## src/rtl/ltbc_pkg.sv

```systemverilog
package ltbc_pkg;
  typedef struct packed {
    logic dword;  // 1: 64-bit operand, 0: low 32 bits
    logic trail;  // 1: count from bit 0 upward
    logic zeros;  // 1: count zeros, 0: count ones
  } cnt_op_t;

  localparam logic [4:0] MINOR_FIRST = 5'b00100;
  localparam logic [4:0] MINOR_LAST  = 5'b01011;
endpackage

```

## src/rtl/ltbc_decode.sv

```systemverilog
module ltbc_decode
  import ltbc_pkg::*;
#(
  parameter int INSN_W = 32
) (
  input  logic [INSN_W-1:0] insn,
  output cnt_op_t           op,
  output logic              legal,
  output logic [4:0]        rd
);
  logic [4:0] minor;
  logic [4:0] rel;

  always_comb begin
    minor = insn[14:10];
    rel   = minor - MINOR_FIRST;
    legal = (insn[INSN_W-1:15] == '0) && (minor >= MINOR_FIRST) && (minor <= MINOR_LAST);
    op    = cnt_op_t'(rel[2:0]);
    rd    = insn[4:0];
  end
endmodule

```

## src/rtl/ltbc_prep.sv

```systemverilog
module ltbc_prep
  import ltbc_pkg::*;
#(
  parameter int DATA_W = 64,
  parameter int WORD_W = 32
) (
  input  logic [DATA_W-1:0] src,
  input  cnt_op_t           op,
  output logic [DATA_W-1:0] vec
);
  localparam int PAD_W = DATA_W - WORD_W;

  logic [DATA_W-1:0] pol;
  logic [DATA_W-1:0] rev_d;
  logic [WORD_W-1:0] rev_w;

  assign pol = op.zeros ? src : ~src;

  for (genvar i = 0; i < DATA_W; i++) begin : g_rev_d
    assign rev_d[i] = pol[DATA_W-1-i];
  end
  for (genvar i = 0; i < WORD_W; i++) begin : g_rev_w
    assign rev_w[i] = pol[WORD_W-1-i];
  end

  always_comb begin
    if (op.dword) begin
      vec = op.trail ? pol : rev_d;
    end else begin
      vec = {{PAD_W{1'b1}}, (op.trail ? pol[WORD_W-1:0] : rev_w)};
    end
  end
endmodule

```

## src/rtl/ltbc_tzcnt.sv

```systemverilog
module ltbc_tzcnt #(
  parameter int W  = 64,
  parameter int GW = 8,
  localparam int CW = $clog2(W + 1)
) (
  input  logic [W-1:0]  x,
  output logic [CW-1:0] cnt
);
  localparam int NG  = W / GW;
  localparam int GCW = (GW > 1) ? $clog2(GW) : 1;

  function automatic logic [GCW-1:0] grp_tz(input logic [GW-1:0] g);
    logic [GCW-1:0] r;
    r = '0;
    for (int b = GW - 1; b >= 0; b--) begin
      if (g[b]) r = GCW'(b);
    end
    return r;
  endfunction

  logic [NG-1:0]           gnz;
  logic [NG-1:0][GCW-1:0]  gtz;

  for (genvar g = 0; g < NG; g++) begin : g_grp
    assign gnz[g] = |x[g*GW +: GW];
    assign gtz[g] = grp_tz(x[g*GW +: GW]);
  end

  always_comb begin
    logic found;
    found = 1'b0;
    cnt   = CW'(W);
    for (int g = 0; g < NG; g++) begin
      if (!found && gnz[g]) begin
        cnt   = CW'(g * GW) + CW'(gtz[g]);
        found = 1'b1;
      end
    end
  end
endmodule

```

## src/rtl/bit_count_unit.sv

```systemverilog
module bit_count_unit
  import ltbc_pkg::*;
#(
  parameter int DATA_W = 64,
  parameter int WORD_W = 32,
  parameter int GRP_W  = 8,
  parameter int INSN_W = 32
) (
  input  logic              clk,
  input  logic              rst,
  input  logic              in_valid,
  input  logic [INSN_W-1:0] in_insn,
  input  logic [DATA_W-1:0] in_src,
  output logic              out_valid,
  output logic [DATA_W-1:0] out_data,
  output logic [4:0]        out_rd
);
  localparam int CW = $clog2(DATA_W + 1);

  cnt_op_t           op;
  logic              legal;
  logic [4:0]        rd;
  logic [DATA_W-1:0] vec;
  logic [CW-1:0]     cnt;

  ltbc_decode #(.INSN_W(INSN_W)) u_dec (
    .insn(in_insn), .op(op), .legal(legal), .rd(rd)
  );

  ltbc_prep #(.DATA_W(DATA_W), .WORD_W(WORD_W)) u_prep (
    .src(in_src), .op(op), .vec(vec)
  );

  ltbc_tzcnt #(.W(DATA_W), .GW(GRP_W)) u_cnt (
    .x(vec), .cnt(cnt)
  );

  always_ff @(posedge clk) begin
    if (rst) begin
      out_valid <= 1'b0;
      out_data  <= '0;
      out_rd    <= '0;
    end else begin
      out_valid <= in_valid && legal;
      if (in_valid && legal) begin
        out_data <= {{(DATA_W-CW){1'b0}}, cnt};
        out_rd   <= rd;
      end
    end
  end
endmodule

```

## config.mk

```make
export PLATFORM = sky130hd
export DESIGN_NAME = bit_count_unit
export DESIGN_NICKNAME = d
export VERILOG_FILES = /design/src/rtl/ltbc_pkg.sv /design/src/rtl/ltbc_decode.sv /design/src/rtl/ltbc_prep.sv /design/src/rtl/ltbc_tzcnt.sv /design/src/rtl/bit_count_unit.sv
export SDC_FILE = /design/constraint.sdc
export NUM_CORES = 1
export LEC_CHECK = 0
export CORE_MARGIN = 1.5
export CORE_UTILIZATION = 41
export CTS_BUF_LIST = sky130_fd_sc_hd__clkbuf_4 sky130_fd_sc_hd__clkbuf_8
export DETAILED_ROUTE_END_ITERATION = 10
export GPL_TIMING_DRIVEN = 0
export PLACE_DENSITY = 0.8
export SLEW_MARGIN = 20
export SYNTH_ARGS = -nofsm -noshare
export SYNTH_HDL_FRONTEND = slang
export SYNTH_SLANG_ARGS = --single-unit
```

## constraint.sdc

```tcl
create_clock -name clk -period 3.2 [get_ports clk]
set_clock_uncertainty 0.15 [all_clocks]
set_input_delay 0.64 -clock clk [delete_from_list [all_inputs] [get_ports clk]]
set_output_delay 0.64 -clock clk [all_outputs]
set_load 0.01 [all_outputs]
```

==> out/summary.log, run 1 <==
INFO  synth          synthXorXnorAreaFrac=0.0363
INFO  power          power_leakage=2.81nW
INFO  die            starting_density_of_the_core=0.422
INFO  detailed_routing firstDrtPassIters=6
INFO  cts            cts_root_buffer=clkbuf_8
INFO  sta            worst_slew_pin_slew=0.579ns
INFO  sta            slew_viol_final=0
INFO  sta            setup_violations=0
INFO  place          io_buffer_count=104
INFO  detailed_routing drt_first_iter_violations=577
INFO  synth          asyncSetResetFlopFracSynth=0
INFO  cts            cts_sinks=13
INFO  critical_path  crit_path_max_incr_delay=0.57ns
INFO  synth          proportion_of_synthesized_area_in_mux_cells=0.189
INFO  detailed_routing routed-via-count=5,743
INFO  critical_path  worstReg2RegEnd=out_data[2]
INFO  synth          yosys.cell_types.count=66
INFO  synth          synth_top_family_by_area=compound AO/OA/AOI/OAI gates
INFO  final_layout   most_common_cell_after_layout_fill_and_taps_aside=buf_4
INFO  min_path       worstHoldPathType=reg2reg
INFO  detailed_routing vias_per_cell=6.15
INFO  sta            timing.final.crit_share=0.989
INFO  final_layout   finish.net_count=900
INFO  final_layout   final.fill_count=876
INFO  global_route   initial_antenna_violation_count=0
INFO  run            timing.max_cap.violations=0
INFO  power          peakVddDrop=0.141mV
INFO  global_route   grt_first_pass_wirelength=27.0mm
INFO  critical_path  critPathLaunchType=primary input
INFO  detailed_routing drtAntennaViolNets=0
INFO  cts            clk_latency=0.24ns
INFO  final_layout   final_layout_size_suffix_gt1_frac=0.264
INFO  min_path       hold_path_startpoint=out_data[6]
INFO  die            io_pins=169
INFO  critical_path  crit_family=simple AND/OR/NAND/NOR gates
INFO  power          power.density=181mW/mm2
INFO  cts            clk_pin_slew_worst_setup_hold_paths=0.06ns
INFO  final_layout   commonest_non_fill_non_tap_cells_in_the_layout=buf_4 (97), clkdlybuf4s50_1 (72), conb_1 (57)
INFO  global_route   overflow=0
INFO  critical_path  ff2ff_setup_slack=2.03ns
INFO  place          dp.final_hpwl=13.4mm
INFO  detailed_routing wl=19.1mm
INFO  run_status     outcome=complete, no violations
INFO  sta            maxClockFrequency=316MHz
INFO  critical_path  cp.depth=9
INFO  synth          ys_ff_latch=13
INFO  detailed_routing drt-wirelength-per-cell=20.4um
INFO  critical_path  endpoint_kind=flop
INFO  min_path       timing.hold.worst_path_depth=2
INFO  synth          post_synth.cell_area_avg=6.81um2
INFO  cts            cts_buffer_depth=2
INFO  synth          number_of_enable_type_register_cells_in_the_synthesized_netlist=0
INFO  synth          synth-simple-area-share=0.265
INFO  place          gp_congestion=0.989
INFO  synth          synthCells=603
INFO  cts            cts-htree-levels=1
INFO  critical_path  critical_path.reg2reg.startpoint=out_data[2]
INFO  die            placementRows=36
INFO  detailed_routing drc=0
INFO  synth          synthAdderAreaFrac=0
INFO  die            die_area=0.0106mm2
INFO  synth          syn-cell-area=0.00411mm2
INFO  synth          synth.largest_area_cell=mux2i_1
INFO  final_layout   final_core_util=0.664
INFO  critical_path  worst_ep_required_time=3.22ns
INFO  global_route   globalRouteTotalUtil=0.333
INFO  die            placeableCoreArea=0.00973mm2
INFO  global_route   grt_start_max_net_pins=11
INFO  sta            hold_viol=0
INFO  sta            tns=0ns
INFO  critical_path  path_cells=clkdlybuf4s50_1, mux2i_1, xnor2_1, nand3_1, nor4_4, and3_1, nand4_1, and3_4, a211oi_2
INFO  synth          yosysSeqAreaShare=0.0634
INFO  critical_path  reg2regPathDepth=3
INFO  die            dieHeight=103um
INFO  synth          synth_compound_gate_area_share=0.285
INFO  die            die_width=103um
INFO  synth          synth_top_flop_cell=dfxtp_1
INFO  cts            ctsHoldBuffers=0
INFO  sta            timing.final.crit_period=3.17ns
INFO  final_layout   area_delta_synth_final=57.3%
INFO  critical_path  worst_ep_arrival_time=3.18ns
INFO  critical_path  worstSetupPathType=in2reg
INFO  critical_path  critical_path.slowest_cell=clkdlybuf4s50_1
INFO  critical_path  crit_path_max_fanout=6
INFO  cts            number_of_cts_inserted_buffers=3
INFO  cts            tritoncts_clock_tree=built
INFO  min_path       hold-path-endpoint=out_data[6]
INFO  synth          synth_area_leaders=mux2i_1 (17%), buf_4 (11%), dfxtp_1 (6.3%)
INFO  critical_path  critical_path_buf_inv_count=1
INFO  synth          yosys_warnings=0
INFO  synth          synthDominantCellAreaShare=0.166
INFO  global_route   vias_in_the_first_global_route=5,211
INFO  sta            worst_slew_margin_rel=0.614
-- report_power, final --
part,switching (mW),internal [mW]
logic,0.466,0.396
registers,0.000000113,0.162
clock network,0.0598,0.0860
total,0.526,0.644
-- routing by layer --
layer	track usage	wire length [um]	part of all wire
met5	0	0	0
met4	0.194	1180	0.062
met3	0.0576	2110	0.11
met2	0.556	8710	0.46
met1	0.402	7060	0.37
-- logic make-up after synthesis --
| group | Yosys count |
|---|---|
| other | 1 |
| buffers and inverters | 104 |
| flip-flops | 13 |
| XOR/XNOR | 17 |
| AO/OA/AOI/OAI | 179 |
| multiplexers | 76 |
| AND/OR/NAND/NOR | 213 |
-- area by class of cell --
type                            count  area (um2)  share of cell area
Antenna cell                        1        2.50            0.000387
Buffer                             96         852               0.132
Clock buffer                        3        41.3             0.00639
Clock inverter                      1        5.00            0.000775
Inverter                            8        35.0             0.00542
Multi-Input combinational cell    542        3790               0.587
Sequential cell                    13         260              0.0403
Tap cell                          133         166              0.0258
Timing Repair Buffer              137        1310               0.202
-- worst max-delay path by stage --
stage / endpoint / slack [ns] / from
CTS: out_data[0] / 0.0009 / in_src[60]
global route: out_data[0] / -0.05 / in_src[18]
global placement: out_data[0] / -1.86 / in_insn[10]
detailed placement: out_data[0] / -1.81 / in_insn[10]
finish: out_data[1] / 0.03 / in_src[22]
floorplan: out_data[0] / 0.03 / in_insn[11]
-- worst register-to-register path, delay by kind of cell, from the launching register on --
family | cells | cell delay [ns]
AND/OR/NAND/NOR | 2 | 0.48
flip-flops | 1 | 0.35
AO/OA/AOI/OAI | 1 | 0.12
-- flip-flops by register name, summed over array words and instances, names as in the netlist --
register / flops
out_data: 7
out_rd: 5
out_valid: 1
-- stage by stage --
stage	worst slack, ns	cells	total power [mW]	hold WS, ns	cell area, um2
2_1_floorplan	0.0335	659	0.587	0.326	4320
3_3_place_gp	-1.86	896	0.850	0.293	5520
3_5_place_dp	-1.81	896	0.857	0.300	5520
4_1_cts	0.000895	926	1.07	0.308	6040
5_1_grt	-0.0451	933	1.23	0.349	6460
6_report	0.0348	934	1.17	0.313	6460
-- Yosys cell counts (7+ instances only) --
cell type and instances:
a21oi_1 40, a31oi_1 21, and3_1 9, buf_2 20
buf_4 61, clkbuf_1 10, dfxtp_1 13, mux2_2 7
mux2i_1 68, nand2_1 49, nand3_1 19, nand4_1 7
nor2_1 49, nor2b_1 9, nor3_1 16, nor4_1 13
o21ai_0 45, o311ai_0 7, or3_1 10, xnor2_1 9
xor2_1 8
-- what timing repair did --
item / in CTS / in global routing
setup buffers: 25 / 7
setup endpoints to repair: 13 / 11
resized for setup: 111 / 102
gates cloned: 1 / 0
pin swaps: 14 / 18
Power figures use the tool's default switching activity.
==> run 2, diff against run 1 <==
--- a/config.mk
+++ b/config.mk
@@ -5,6 +5,7 @@
 export SDC_FILE = /design/constraint.sdc
 export NUM_CORES = 1
 export LEC_CHECK = 0
+export CAP_MARGIN = 10
 export CORE_MARGIN = 1.5
 export CORE_UTILIZATION = 41
 export CTS_BUF_LIST = sky130_fd_sc_hd__clkbuf_4 sky130_fd_sc_hd__clkbuf_8
==> results of run 2 <==
No change in the layout: final DEF, timing and power equal those of run 1.
